`config.mk`:
```
export PLATFORM = sky130hd
export DESIGN_NAME = ccg_char_clock
export DESIGN_NICKNAME = d
export VERILOG_FILES = /design/src/rtl/ccg_pkg.sv /design/src/rtl/ccg_count.sv /design/src/rtl/ccg_strobe.sv /design/src/rtl/ccg_delay.sv /design/src/rtl/ccg_char_clock.sv
export SDC_FILE = /design/constraint.sdc
export NUM_CORES = 1
export LEC_CHECK = 0
export BUFFER_PORTS_ARGS = -buffer_cell sky130_fd_sc_hd__buf_2
export CAP_MARGIN = 20
export CORE_AREA = 2 2 39 41
export DETAILED_ROUTE_END_ITERATION = 8
export DIE_AREA = 0 0 41 43
export GPL_ROUTABILITY_DRIVEN = 1
export GPL_TIMING_DRIVEN = 0
export HOLD_SLACK_MARGIN = 0.15
export PLACE_DENSITY_LB_ADDON = 0.12
export SLEW_MARGIN = 40
export SYNTH_ARGS = -nofsm -noshare
export SYNTH_HDL_FRONTEND = slang
export SYNTH_SLANG_ARGS = --single-unit
```
`constraint.sdc`:
```
create_clock -name clk_dot -period 3 [get_ports clk_dot]
set_clock_uncertainty 0.2 [all_clocks]
set_input_delay 0.9 -clock clk_dot [delete_from_list [all_inputs] [get_ports clk_dot]]
set_output_delay 0.9 -clock clk_dot [all_outputs]
set_load 0.02 [all_outputs]
```
`src/rtl/ccg_pkg.sv`:
```
package ccg_pkg;
  // Dot states per character for a given counter width and reload value.
  function automatic int ccg_period(input int cw, input int start);
    return (1 << cw) - start;
  endfunction
endpackage

```
`src/rtl/ccg_count.sv`:
```
module ccg_count #(
  parameter int CW      = 4,
  parameter int START_W = 6,
  parameter int START_N = 8
) (
  input  logic          clk,
  input  logic          rst_n,
  input  logic          mode_narrow,
  output logic [CW-1:0] cnt_q,
  output logic          narrow_q,
  output logic          term
);
  localparam logic [CW-1:0] TERM = {CW{1'b1}};
  localparam logic [CW-1:0] LD_W = CW'(START_W);
  localparam logic [CW-1:0] LD_N = CW'(START_N);

  logic [CW-1:0] cnt_d;
  logic          narrow_d;
  logic          narrow_en;

  assign term      = (cnt_q == TERM);
  assign narrow_en = term;

  always_comb begin
    cnt_d    = cnt_q + CW'(1);
    narrow_d = narrow_q;
    if (term) begin
      cnt_d = mode_narrow ? LD_N : LD_W;
    end
    if (narrow_en) begin
      narrow_d = mode_narrow;
    end
  end

  // Reset parks the counter in the terminal state, so the first edge after release reloads.
  always_ff @(posedge clk or negedge rst_n) begin
    if (!rst_n) begin
      cnt_q    <= TERM;
      narrow_q <= 1'b0;
    end else begin
      cnt_q    <= cnt_d;
      narrow_q <= narrow_d;
    end
  end
endmodule

```
`src/rtl/ccg_strobe.sv`:
```
module ccg_strobe (
  input  logic clk,
  input  logic rst_n,
  input  logic term,
  output logic load_n
);
  logic load_n_d;

  // Goes low on the reload edge; the next edge sets it high again.
  assign load_n_d = ~term;

  always_ff @(posedge clk or negedge rst_n) begin
    if (!rst_n) begin
      load_n <= 1'b1;
    end else begin
      load_n <= load_n_d;
    end
  end
endmodule

```
`src/rtl/ccg_delay.sv`:
```
module ccg_delay #(
  parameter int DLY = 1
) (
  input  logic clk,
  input  logic rst_n,
  input  logic din,
  output logic dout
);
  generate
    if (DLY == 0) begin : g_pass
      assign dout = din;
    end else begin : g_shift
      logic [DLY-1:0] sr_q;
      logic [DLY-1:0] sr_d;

      always_comb begin
        sr_d[0] = din;
        for (int i = 1; i < DLY; i++) begin
          sr_d[i] = sr_q[i-1];
        end
      end

      always_ff @(posedge clk or negedge rst_n) begin
        if (!rst_n) begin
          sr_q <= '0;
        end else begin
          sr_q <= sr_d;
        end
      end

      assign dout = sr_q[DLY-1];
    end
  endgenerate
endmodule

```
`src/rtl/ccg_char_clock.sv`:
```
module ccg_char_clock #(
  parameter int CW      = 4,
  parameter int START_W = 6,
  parameter int START_N = 8,
  parameter int DLY     = 1
) (
  input  logic clk_dot,
  input  logic rst_n,
  input  logic mode_narrow,
  output logic char_clk,
  output logic load_n,
  output logic rc_n,
  output logic char_clk_dly
);
  import ccg_pkg::*;

  localparam int            PER_W  = ccg_period(CW, START_W);
  localparam int            PER_N  = ccg_period(CW, START_N);
  localparam logic [CW-1:0] HALF_W = CW'(PER_W / 2);
  localparam logic [CW-1:0] HALF_N = CW'(PER_N / 2);
  localparam logic [CW-1:0] LD_W   = CW'(START_W);
  localparam logic [CW-1:0] LD_N   = CW'(START_N);

  logic [CW-1:0] cnt_q;
  logic [CW-1:0] offset;
  logic          narrow_q;
  logic          term;

  ccg_count #(.CW(CW), .START_W(START_W), .START_N(START_N)) u_count (
    .clk         (clk_dot),
    .rst_n       (rst_n),
    .mode_narrow (mode_narrow),
    .cnt_q       (cnt_q),
    .narrow_q    (narrow_q),
    .term        (term)
  );

  ccg_strobe u_strobe (
    .clk    (clk_dot),
    .rst_n  (rst_n),
    .term   (term),
    .load_n (load_n)
  );

  // Position inside the running character, measured from its own reload value.
  always_comb begin
    offset   = cnt_q - (narrow_q ? LD_N : LD_W);
    char_clk = narrow_q ? (offset < HALF_N) : (offset < HALF_W);
  end

  assign rc_n = ~term;

  ccg_delay #(.DLY(DLY)) u_delay (
    .clk   (clk_dot),
    .rst_n (rst_n),
    .din   (char_clk),
    .dout  (char_clk_dly)
  );
endmodule

```
==> qor.log, run 1 <==
[setup_path] cell type with the highest occurrence count on the critical path inv_2
[clock_network] source-to-sink clock delay at the later pin of the worst-skew pair 0.25 ns
[logic_synthesis] Mean Syn Cell Area 11.42 µm²
[drt] antenna violation net count after detailed routing 0
[timing] highest attainable clock frequency 0.3319 GHz
[setup_path] crit path DAT 1.91 ns
[global_routing] residual overflow from global routing 0
[logic_synthesis] Post-synth EDFFs 0
[clock_network] clock transition at the register clock pins on the worst setup and hold paths after CTS 0.05 ns
[clock_network] clock tree from TritonCTS built
[setup_path] crit start category flip-flop
[cells_and_area] Reg area 181.4 µm²
[pwr] switching share of power 0.3987
[pwr] portion of total power attributed to sequential cells 0.289
[logic_synthesis] post-synth design cell area 354.1 µm²
[drt] number of vias after detailed routing 269
[global_routing] first-pass GRT wire length 1200 µm
[setup_path] worst path cell trace inv_2, ha_4, inv_2, fa_1, inv_1, o211ai_1, o31ai_2, buf_4
[logic_synthesis] flip-flop cell with the highest count after synthesis dfstp_2
[cells_and_area] area overhead of the layout relative to synthesis 33.57%
[global_routing] largest net degree at the start of global routing 8
[cells_and_area] Filler Cell Count 150
[placed_design] global placer's final weighted congestion 0.6674
[pwr] Total Power 0.6127 mW
[timing] Slew Limit Headroom 0.8482
[timing] setup violators final 1
[pwr] Clock Power Share 0.138
[cells_and_area] core occupancy in the finished layout 0.3418
[clock_network] root cell of the clock tree clkbuf_4
[cells_and_area] number of nets at the end of the flow 51
[drt] post-detailed-route wirelength per cell 10.62 µm
[pwr] total power divided by cell area 1295 nW/µm²
[status] violated checks setup timing
[drt] total routed wirelength 637 µm
[timing] Period Utilization, post-route 1.004
[setup_path] CP Buf/Inv Count 4
[floorplanning] overall die area 1763 µm²
[floorplanning] row count 14
[drt] Iteration-0 DRC Markers 2
[placed_design] Buffers on Ports 6
[placed_design] HPWL Detailed 455.3 µm
[pwr] internal power component 0.3684 mW
[logic_synthesis] number of different library cells in the post-synthesis netlist 18
[setup_path] master of the slowest instance on the critical path dfstp_2
[logic_synthesis] count of mapped cells out of synthesis 31
[status] status finished with violations
[floorplanning] standard cell core area 1384 µm²
[pwr] power share of the combinational group 0.573
[setup_path] Setup crit end kind output pin
[floorplanning] Vert. Die Dim 43 µm
[logic_synthesis] Yosys reg bits 7
[setup_path] startpoint of the worst setup timing path u_count.cnt_q[1]$_DFF_PN1_
[global_routing] number of global-route vias before repair 272
[logic_synthesis] Syn Nets 37
[global_routing] number of antenna violations at the first check in global routing 0
[pwr] leakage power 0.2144 nW
[setup_path] kind of cell with the highest combined delay on the critical path adder cells
[timing] transition time of the tightest slew-check pin 0.2269 ns
[timing] number of hold violations in the final report 0
[floorplanning] starting density of the core 0.2559
[drt] detail-routed via count per cell 4.483
[worst_hold_path] worst hold path class input pin to async pin
[logic_synthesis] sequential area share after synthesis 0.5124
[logic_synthesis] async set or reset register ratio after synthesis 1.000
[drt] post-detailed-route DRC marker count 0
[pwr] Sw Pwr 0.2443 mW
[logic_synthesis] number of warnings printed during yosys synthesis 0
[cells_and_area] area used by multi-input combinational logic 167.7 µm²
[pwr] worst vdd rail ir drop 349.1 µV
[flow_run] number of violations of the max-capacitance limit 0
[setup_path] Critical Path RT 1.90 ns
[clock_network] number of clock sinks seen by CTS 7
[timing] Final Worst Setup Slack -0.01253 ns
[clock_network] CTS Buf Count 3
[cells_and_area] antenna cells 0
[clock_network] CTS H-tree depth 1
[setup_path] beginning of the worst register-to-register path u_count.narrow_q$_DFFE_PN0P_
[floorplanning] top-level I/O count 7
[setup_path] biggest cell delay along the critical path 0.54 ns
[timing] minimum clock period after layout 3.013 ns
[cells_and_area] fraction of layout cells with a size suffix above 1 0.5455
[setup_path] WS Path Type flip-flop to output pin
[setup_path] Worst Path Max Fanout 2
[global_routing] total global routing track utilization 0.1093
[cells_and_area] most frequent cells in the layout 5 x buf_2, 5 x dfstp_2, 4 x buf_4
[clock_network] Post-CTS Hold Fix Bufs 0
[timing] total count of max-transition violations in the final report 0
[floorplanning] horizontal die dimension 41 µm
[drt] DRT Pass-1 Iters 2
[clock_network] clock buffer depth 2
[timing] setup repair after global routing missed its margin true
## worst reg2reg max path: stages, from the launching register on
cell	delay, ns
dfrtp_1	0.38
inv_2	0.08
ha_4	0.12
inv_2	0.03
fa_1	0.51
inv_1	0.05
o211ai_1	0.20
o31ai_2	0.10
## power by group through the flow
stage,registers (mW),logic [mW],clock network (mW)
4_1_cts,0.176,0.351,0.0906
3_3_place_gp,0.182,0.258,0
3_5_place_dp,0.182,0.270,0
2_1_floorplan,0.182,0.202,0
6_report,0.177,0.351,0.0844
5_1_grt,0.182,0.404,0.101
## synthesized netlist by cell type, types with 2 or more instances
library cell	number	area [µm²]
inv_1	6	22.52
dfstp_2	5	131.4
o21ai_0	2	10.01
dfrtp_1	2	50.05
nand2_1	2	7.510
ha_1	2	25.02
## worst paths after layout
kind,end,slack [ns],depth (start not counted)
setup / recovery,char_clk,-0.01,8
min in group clk_dot,u_count.cnt_q[0]$_DFF_PN1_,0.33,1
hold reg to reg,u_count.cnt_q[0]$_DFF_PN1_,0.33,1
hold / removal,u_delay.dout$_DFF_PN0_,0.28,1
max in group asynchronous,u_count.cnt_q[3]$_DFF_PN1_,2.09,1
setup reg to reg,u_delay.dout$_DFF_PN0_,1.20,7
## cell families after synthesis
group                      synth area share
buffers and inverters               0.06360
AOI/OAI and AO/OA                    0.1591
DFF                                  0.5124
adders and majority gates            0.1272
muxes                               0.03180
xor gates and xnor gates            0.02474
and+or+nand+nor                     0.08128
## sequential cells by signal (all words and copies together) (netlist names)
| signal | flops |
|---|---|
| u_strobe.load_n | 1 |
| u_count.narrow_q | 1 |
| u_delay.dout | 1 |
| u_count.cnt_q | 4 |
## layout make-up
cell class	instances	area share
inverters	6	0.04762
clock buffers	4	0.05556
flip-flops and latches	7	0.3836
well taps	16	0.04233
multi-input cells	18	0.3545
repair buffers	9	0.1164
## per-stage QoR
step | worst slack [ns] | hold slack (ns) | setup TNS [ns] | instance area, µm² | std cells
after global routing | -0.1500 | 0.2676 | -0.1500 | 473.0 | 60
final | -0.01253 | 0.2756 | -0.01253 | 473.0 | 60
after detailed placement | 0.1374 | 0.3279 | 0 | 404.1 | 53
after CTS | -0.03635 | 0.2705 | -0.03635 | 473.0 | 60
after global placement | 0.1753 | 0.3198 | 0 | 404.1 | 53
after floorplan | 0.05003 | 0.2942 | 0 | 354.1 | 31
## per-layer routing
metal	routed length (µm)	GRT usage	up-vias
li1	-	-	130
met2	305	0.1344	5
met3	36	0.04712	2
met4	10	0.1000	0
met5	0	0	-
met1	285	0.1353	132
## repair_timing
action | CTS | global route
gates resized for setup | 7 | 0
endpoints found under the setup margin | 1 | 1
setup buffers | 3 | 0
endpoints found under the hold margin | 0 | 0
pin swaps | 4 | 4
No activity file was read; power rests on OpenSTA's default activity.
==> inputs of run 2 (changes only) <==
- clock period: 3 -> 2.81 ns (I/O delays scaled with it)
==> run 2 against run 1 <==
Non-clock buffer count stayed put. First-iteration DRC count stayed put. Clock power is 6.4% higher. Critical path depth is 2 lower. Power is 6.2% higher. Highest routed layer unchanged. Critical path type unchanged. Final cell count stayed put. Sequential share of layout area stayed put. Combinational power is 6.0% higher. Sequential power is 7% higher. The run still ends with setup timing left. Worst hold slack worse by 0.055 ns. Critical endpoint unchanged.
==> qor.log, run 2 (same netlist as run 1, synthesis figures left out) <==
[timing] Hold Worst Slack 0.2204 ns
[worst_hold_path] worst hold path class input pin to async pin
[pwr] Clock Power Share 0.138
[setup_path] crit path DAT 1.94 ns
[timing] Period Utilization, post-route 1.062
[drt] detail-routed via count per cell 4.417
[cells_and_area] number of flip-flops in the largest register 4
[pwr] Total Power 0.6508 mW
[pwr] total power divided by cell area 1376 nW/µm²
[cells_and_area] area overhead of the layout relative to synthesis 33.57%
[cells_and_area] number of nets at the end of the flow 51
[global_routing] number of antenna violations at the first check in global routing 0
[pwr] power share of the combinational group 0.572
[clock_network] CTS Buf Count 3
[setup_path] Setup crit end kind output pin
[global_routing] first-pass GRT wire length 1166 µm
[setup_path] worst path cell trace inv_2, ha_4, inv_2, fa_1, o31ai_2, buf_4
[pwr] leakage power 0.2144 nW
[clock_network] source-to-sink clock delay at the later pin of the worst-skew pair 0.25 ns
[timing] transition time of the tightest slew-check pin 0.2228 ns
[status] violated checks setup timing
[cells_and_area] core occupancy in the finished layout 0.3418
[global_routing] number of global-route vias before repair 302
[placed_design] placed cell count 53
[clock_network] clock transition at the register clock pins on the worst setup and hold paths after CTS 0.05 ns
[placed_design] global placer's final weighted congestion 0.7103
[timing] setup violators final 1
[setup_path] Critical Path RT 1.77 ns
[drt] number of vias after detailed routing 265
[floorplanning] starting density of the core 0.2559
[setup_path] depth of the worst register-to-register path 7
[clock_network] number of clock sinks seen by CTS 7
[pwr] portion of total power attributed to sequential cells 0.290
[timing] setup repair after global routing missed its margin true
[timing] number of hold violations in the final report 0
[floorplanning] row count 14
[timing] Slew Limit Headroom 0.8506
[timing] setup TNS -0.1747 ns
[clock_network] clock tree from TritonCTS built
[status] status finished with violations
[placed_design] Buffers on Ports 6
[timing] minimum clock period after layout 2.985 ns
[drt] post-detailed-route wirelength per cell 10.62 µm
[setup_path] master of the slowest instance on the critical path dfstp_2
[timing] highest attainable clock frequency 0.3350 GHz
[timing] Final Worst Setup Slack -0.1747 ns
[global_routing] total global routing track utilization 0.1071
[cells_and_area] fin cells 60
[placed_design] HPWL Detailed 462.1 µm
[floorplanning] horizontal die dimension 41 µm
[setup_path] Worst Path Max Fanout 2
[pwr] worst vdd rail ir drop 368.8 µV
[setup_path] crit start category flip-flop
[pwr] switching share of power 0.3959
[clock_network] clock buffer depth 2
[timing] total count of max-transition violations in the final report 0
[setup_path] cell type with the highest occurrence count on the critical path inv_2
[clock_network] root cell of the clock tree clkbuf_4
[floorplanning] standard cell core area 1384 µm²
[drt] antenna violation net count after detailed routing 0
[floorplanning] top-level I/O count 7
[floorplanning] overall die area 1763 µm²
[global_routing] residual overflow from global routing 0
[cells_and_area] Filler Cell Count 151
[clock_network] CTS H-tree depth 1
[drt] Iteration-0 DRC Markers 2
[drt] post-detailed-route DRC marker count 0
[pwr] internal power component 0.3931 mW
[drt] total routed wirelength 637 µm
[cells_and_area] fraction of layout cells with a size suffix above 1 0.5455
[cells_and_area] register containing the most flip-flops in the final layout u_count.cnt_q
[setup_path] WS Path Type flip-flop to output pin
[cells_and_area] most frequent cells in the layout 5 x buf_2, 5 x dfstp_2, 4 x buf_4
[cells_and_area] antenna cells 0
[flow_run] number of violations of the max-capacitance limit 0
[floorplanning] Vert. Die Dim 43 µm
[setup_path] biggest cell delay along the critical path 0.54 ns
[global_routing] largest net degree at the start of global routing 8
[drt] DRT Pass-1 Iters 3
[pwr] Sw Pwr 0.2576 mW
-- run 2: critical path, delay by kind of cell, from the launching register on --
| kind | cells | cell delay [ns] |
|---|---|---|
| flip-flops | 1 | 0.54 |
| adder cells (fa/ha/maj) | 2 | 0.58 |
| buffers and inverters | 3 | 0.28 |
| AO/OA/AOI/OAI | 1 | 0.29 |
-- run 2: layer usage --
| metal | global-route usage | vias to the layer above | wire length, µm |
|---|---|---|---|
| met5 | 0 | - | 0 |
| met4 | 0.1000 | 0 | 12 |
| met3 | 0.04712 | 2 | 39 |
| met2 | 0.1469 | 6 | 298 |
| met1 | 0.1148 | 128 | 288 |
| li1 | - | 129 | - |
-- run 2: repair_timing --
action / in CTS / in global routing
gates resized for setup: 6 / 0
setup buffers: 2 / 1
setup endpoints to repair: 1 / 1
hold buffers: 0 / 0
pin swaps: 4 / 3
-- run 2: stage by stage --
stage          cell area [µm²]  setup slack (ns)
2_1_floorplan            359.1           0.08957
3_3_place_gp             409.1           0.03571
3_5_place_dp             409.1           0.01894
4_1_cts                  465.4           -0.2005
5_1_grt                  473.0           -0.2919
6_report                 473.0           -0.1747
-- run 2: path summary, 6_finish.rpt --
kind	start	to	slack, ns
min reg2reg	u_count.cnt_q[0]$_DFF_PN1_	u_count.cnt_q[0]$_DFF_PN1_	0.33
max	u_count.cnt_q[1]$_DFF_PN1_	char_clk	-0.17
min	rst_n	u_count.narrow_q$_DFFE_PN0P_	0.22
min in group clk_dot	u_count.cnt_q[0]$_DFF_PN1_	u_count.cnt_q[0]$_DFF_PN1_	0.33
max in group asynchronous	rst_n	u_count.cnt_q[3]$_DFF_PN1_	1.96
max reg2reg	u_count.narrow_q$_DFFE_PN0P_	u_delay.dout$_DFF_PN0_	0.98
-- run 2: area by class of cell --
cell class              instances  area, µm²  share of cell area
flip-flops and latches          7      181.4              0.3836
well taps                      16      20.02             0.04233
repair buffers                  9      55.05              0.1164
multi-input cells              18      167.7              0.3545
clock buffers                   4      26.28             0.05556
inverters                       6      22.52             0.04762
-- run 2: power by group through the flow --
| stage | combinational (mW) | sequential (mW) | clock [mW] |
|---|---|---|---|
| 2_1_floorplan | 0.235 | 0.195 | 0 |
| 3_3_place_gp | 0.299 | 0.195 | 0 |
| 3_5_place_dp | 0.306 | 0.194 | 0 |
| 4_1_cts | 0.364 | 0.189 | 0.0942 |
| 5_1_grt | 0.421 | 0.194 | 0.105 |
| 6_report | 0.372 | 0.189 | 0.0898 |
